--- src/rtl/vlsag_pkg.sv ---
package vlsag_pkg;

  typedef enum logic [1:0] {
    AM_BASE  = 2'd0,
    AM_INDEX = 2'd1,
    AM_IMM   = 2'd2,
    AM_RSVD  = 2'd3
  } amode_e;

  // Allowed post-increment values per instruction form
  function automatic logic imm_in_set(input logic multi, input logic [7:0] v);
    if (multi)
      return (v == 8'd8)  || (v == 8'd16) || (v == 8'd24) ||
             (v == 8'd32) || (v == 8'd48) || (v == 8'd64);
    else
      return (v == 8'd1)  || (v == 8'd2)  || (v == 8'd3)  || (v == 8'd4) ||
             (v == 8'd6)  || (v == 8'd8)  || (v == 8'd12) || (v == 8'd16) ||
             (v == 8'd24) || (v == 8'd32);
  endfunction

  // Low-order address bits that must be zero for a given element size code
  function automatic logic [7:0] elem_mask(input logic [1:0] es);
    return (8'd1 << es) - 8'd1;
  endfunction

endpackage

--- src/rtl/vlsag_incr.sv ---
module vlsag_incr #(
  parameter int ADDR_W = 64,
  parameter int IMM_W  = 8
) (
  input  logic [1:0]        mode,
  input  logic [ADDR_W-1:0] base,
  input  logic [ADDR_W-1:0] index,
  input  logic [IMM_W-1:0]  imm,
  output logic [ADDR_W-1:0] next_base,
  output logic              does_wb
);
  import vlsag_pkg::*;

  logic [ADDR_W-1:0] step;

  always_comb begin
    step    = '0;
    does_wb = 1'b0;
    case (amode_e'(mode))
      AM_INDEX: begin step = index; does_wb = 1'b1; end
      AM_IMM:   begin step = {{(ADDR_W-IMM_W){1'b0}}, imm}; does_wb = 1'b1; end
      default:  begin step = '0; does_wb = 1'b0; end
    endcase
    next_base = base + step;
  end
endmodule

--- src/rtl/vlsag_imm_chk.sv ---
module vlsag_imm_chk #(
  parameter int IMM_W = 8
) (
  input  logic             is_imm_mode,
  input  logic             multi,
  input  logic [IMM_W-1:0] imm,
  input  logic [IMM_W-1:0] xfer,
  output logic             illegal
);
  import vlsag_pkg::*;

  logic mismatch;
  logic off_set;

  always_comb begin
    mismatch = (imm != xfer);
    off_set  = !imm_in_set(multi, 8'(imm));
    illegal  = is_imm_mode && (mismatch || off_set);
  end
endmodule

--- src/rtl/vlsag_align_chk.sv ---
module vlsag_align_chk #(
  parameter int ADDR_W = 64,
  parameter int ESZ_W  = 2
) (
  input  logic              strict,
  input  logic [ESZ_W-1:0]  es,
  input  logic [ADDR_W-1:0] base,
  output logic              fault
);
  import vlsag_pkg::*;

  logic [7:0] mask;

  always_comb begin
    mask  = elem_mask(2'(es));
    fault = strict && ((base[7:0] & mask) != 8'd0);
  end
endmodule

--- src/rtl/vlsag_top.sv ---
module vlsag_top #(
  parameter int ADDR_W = 64,
  parameter int IMM_W  = 8,
  parameter int ESZ_W  = 2
) (
  input  logic              clk,
  input  logic              rst_n,
  input  logic              in_valid,
  input  logic [1:0]        mode,
  input  logic [ADDR_W-1:0] base_in,
  input  logic [ADDR_W-1:0] index_in,
  input  logic [IMM_W-1:0]  imm_in,
  input  logic              multi_form,
  input  logic [ESZ_W-1:0]  elem_size,
  input  logic [IMM_W-1:0]  xfer_bytes,
  input  logic              strict_align,
  output logic              out_valid,
  output logic [ADDR_W-1:0] addr_out,
  output logic [ADDR_W-1:0] wb_base,
  output logic              wb_en,
  output logic              align_fault,
  output logic              imm_illegal
);
  import vlsag_pkg::*;

  logic [ADDR_W-1:0] next_base_w;
  logic              does_wb_w;
  logic              imm_bad_w;
  logic              misalign_w;
  logic              any_fault_w;
  logic              is_imm_w;

  assign is_imm_w    = (mode == 2'(AM_IMM));
  assign any_fault_w = imm_bad_w || misalign_w;

  vlsag_incr #(.ADDR_W(ADDR_W), .IMM_W(IMM_W)) u_incr (
    .mode      (mode),
    .base      (base_in),
    .index     (index_in),
    .imm       (imm_in),
    .next_base (next_base_w),
    .does_wb   (does_wb_w)
  );

  vlsag_imm_chk #(.IMM_W(IMM_W)) u_imm (
    .is_imm_mode (is_imm_w),
    .multi       (multi_form),
    .imm         (imm_in),
    .xfer        (xfer_bytes),
    .illegal     (imm_bad_w)
  );

  vlsag_align_chk #(.ADDR_W(ADDR_W), .ESZ_W(ESZ_W)) u_align (
    .strict (strict_align),
    .es     (elem_size),
    .base   (base_in),
    .fault  (misalign_w)
  );

  always_ff @(posedge clk or negedge rst_n) begin
    if (!rst_n) begin
      out_valid   <= 1'b0;
      addr_out    <= '0;
      wb_base     <= '0;
      wb_en       <= 1'b0;
      align_fault <= 1'b0;
      imm_illegal <= 1'b0;
    end else begin
      out_valid <= in_valid;
      if (in_valid) begin
        addr_out    <= base_in;
        wb_base     <= next_base_w;
        wb_en       <= does_wb_w && !any_fault_w;
        align_fault <= misalign_w;
        imm_illegal <= imm_bad_w;
      end else begin
        wb_en       <= 1'b0;
        align_fault <= 1'b0;
        imm_illegal <= 1'b0;
      end
    end
  end
endmodule

--- config.mk ---
export PLATFORM = sky130hd
export DESIGN_NAME = vlsag_top
export DESIGN_NICKNAME = d
export VERILOG_FILES = /design/src/rtl/vlsag_pkg.sv /design/src/rtl/vlsag_incr.sv /design/src/rtl/vlsag_imm_chk.sv /design/src/rtl/vlsag_align_chk.sv /design/src/rtl/vlsag_top.sv
export SDC_FILE = /design/constraint.sdc
export NUM_CORES = 1
export LEC_CHECK = 0
export BUFFER_PORTS_ARGS = -buffer_cell sky130_fd_sc_hd__buf_2
export CORE_MARGIN = 2
export CORE_UTILIZATION = 40
export CTS_CLUSTER_SIZE = 10
export DETAILED_ROUTE_END_ITERATION = 8
export SLEW_MARGIN = 20
export SYNTH_ARGS = -nofsm -noshare
export SYNTH_HDL_FRONTEND = slang
export SYNTH_SLANG_ARGS = --single-unit
--- constraint.sdc ---
create_clock -name clk -period 1.24 [get_ports clk]
set_input_delay 0.248 -clock clk [delete_from_list [all_inputs] [get_ports clk]]
set_output_delay 0.248 -clock clk [all_outputs]
set_load 0.1 [all_outputs]
==> impl_results.md <==
- Pins Over Slew Limit: 0
- VDD IR max: 0.846 mV
- Post-synthesis cell type count: 74
- Outcome: complete, but fails checks
- Max cap viols: 0
- Final period util: 259%
- Unrepaired setup endpoints after global routing: yes
- Die width: between 150 and 200 um
- Post-Syn Instances: just under 1k
- Die area: 0.0247 mm^2
- Number of synthesized flops with an enable pin: 0
- Syn Nets: 1,197
- Via count: 10.0k
- CP Launch Type: input pin
- First-pass GRT wire length: 52,300 um
- Final net count: 1,790
- Starting density of the core: 40.4%
- P&R area growth vs syn: 85.8%
- Io pins: 285
- CTS buffer count: 17
- Failing checks: setup timing
- Port bufs: 284
- Design area: 0.0175 mm^2
- Clock transition at path regs: 0.06 ns
- Layout cells sized above 1: about three fifths
- Slew margin rel.: 68.2%
- Worst R2R Path Depth: 4
- Row count: 56
- Core area: 0.0233 mm^2
- Residual DRC: 0
- Sequential fraction of the synthesis area: 35.1%
- Worst Tran Pin Value: between 0.4 and 0.5 ns
- Final setup fails: 197
- Highest-count cells in the layout ignoring fill and taps: 293 x buf_4, 147 x buf_2, 146 x buf_12, 93 x mux2_2
- Minimum clock period: 3.22 ns
- Yosys warnings: 0
- Die Y: 157 um
- Initial DRC count: 453
- Antenna Diode Count: 0
- CTS tree: yes
- Via density: 5.28
- Remaining global-route overflow: 0
- Fin cells: roughly 1.9k
- Antenna-violating nets left: 0
- Final wirelength: approximately 34,000 um
- CTS Buffer Depth: 2
- Synth async-reset ratio: 100%
- Final worst slack: -1.98 ns
- Gpl congestion: 0.927
- Worst Setup Slack post-DPL: -2.62 ns
- Vias in the first global route: 10.6k
- Tot GR Track Use: 26.7%
- H-Tree Level Count: 4
- Pleak: 0.00831 uW
- Yosys reg bits: roughly 130
- Worst-path maximum fanout: 4
- Max frequency: 311 MHz
- Power Density: 1320 mW/mm^2
- Clock Skew: 0 ns
- Root buf cell: clkbuf_16
- Crit path kind: in2reg
- Hold Violations, Final: 0
- Total power: 23,100 uW
- Largest net degree at the start of global routing: 45
- Syn Std Cell Area: 0.00940 mm^2
- Clock Latency Late Sink: between 0.4 and 0.5 ns
- Req. time, crit path: between 1.5 and 2 ns
- Initial antenna violation count: 0
- CTS sink cnt: 132
- Average cell area after synthesis: 9.62 um^2
- Routed len/inst: 17.8 um
- Top FF cell, synth: dfrtp_1
- Min-Delay Path Depth: 2
- CP endpoint kind: register
- Commonest non-fill, non-tap cell in the layout: buf_4
- DP Area: 0.0154 mm^2
- Cell Count Post-Placement: 1,802
- First-pass iteration count of the detailed router: 5
- Dpl hpwl: 24,800 um
- Worst min-delay path category: in2reg
- Critical path arrival: 3.53 ns
[worst max-delay path, stage by stage]
cell and delay (ns):
buf_12 0.12, ha_4 0.16, a22oi_2 0.17, nor2_1 0.09
ha_2 0.19, fa_2 0.35, a21o_1 0.21, a311o_1 0.37
a31o_4 0.26, buf_6 0.12, o21ai_4 0.15, o2111ai_4 0.17
a41o_1 0.33, buf_4 0.16, nor2_1 0.11, xnor2_1 0.07
mux2_2 0.26
[report_power, final]
part / internal [uW] / total [uW] / switching [uW]
registers: 4960 / 5640 / 681
clock network: 3480 / 5620 / 2140
logic: 4830 / 11800 / 6960
[final cells by class]
class,count,area (um^2)
repair buffers,618,6220
inverters,24,105
well taps,319,399
clock inverters,12,179
flip-flops and latches,132,3390
fillers,1585,5790
multi-input cells,777,6730
clock buffers,20,457
[per-stage QoR]
stage	TNS [ns]	hold WS [ns]	utilization, %
after detailed placement	-131.45	0.0978	66.4
after global placement	-128.74	0.0986	66.4
after global routing	-110.37	0.0652	75.1
after floorplan	-105.08	-0.0476	-
after CTS	-96.68	0.0600	72.9
final	-101.70	0.0699	75.1
[cells by family (layout without fill, tap and decap cells)]
logic type | after synthesis | in the layout | share of synthesized area (%)
adders and majority gates | 67 | 67 | 9.00
muxes | 111 | 111 | 13.3
AOI/OAI and AO/OA | 276 | 276 | 20.0
DFF | 132 | 132 | 35.1
xor gates and xnor gates | 52 | 52 | 4.84
and+or+nand+nor | 271 | 271 | 14.7
buffers and inverters | 68 | 674 | 3.11
[timing repair]
| item | in CTS | in global routing |
|---|---|---|
| endpoints found under the setup margin | 197 | 198 |
| pin swaps | 61 | 46 |
| hold buffers | 1 | 0 |
| endpoints found under the hold margin | 132 | 0 |
| setup buffers | 38 | 32 |
| resized for setup | 130 | 59 |
[synthesized netlist by cell type (all sizes together) (14+ instances only)]
cell type	n	area share, %
nand3	22	1.2
a21o	51	4.1
o21ai	46	2.4
dfrtp	132	35
nand2	64	2.6
ha	66	8.8
mux2	108	13
and3	14	0.93
clkbuf	34	1.4
nor2	55	2.2
xor2	23	2.1
xnor2	29	2.7
inv	23	0.92
a21oi	77	4.1
and2	68	4.5
[per-layer routing]
layer	GRT usage, %	up-vias	wire length [um]
met5	0	-	0
met3	5.70	70	1900
met2	47.5	305	17300
li1	-	4783	-
met1	31.1	4886	13800
met4	10.7	0	942
[state kept, by name, summed over array words and instances (netlist names)]
register / flops
addr_out: 64
wb_base: 64
align_fault: 1
wb_en: 1
imm_illegal: 1
out_valid: 1
[final timing paths]
check | start | end | slack (ns)
worst max-delay path | mode[1] | wb_base[44]$_DFFE_PN0P_ | -1.98
max in group asynchronous | rst_n | addr_out[35]$_DFFE_PN0P_ | 0.49
min in group asynchronous | rst_n | addr_out[0]$_DFFE_PN0P_ | 0.22
worst min-delay path | base_in[51] | addr_out[51]$_DFFE_PN0P_ | 0.07
worst max register to register | wb_base[39]$_DFFE_PN0P_ | wb_base[39]$_DFFE_PN0P_ | 0.15
worst min register to register | wb_base[10]$_DFFE_PN0P_ | wb_base[10]$_DFFE_PN0P_ | 0.55
(Power assumes the default switching activity.)
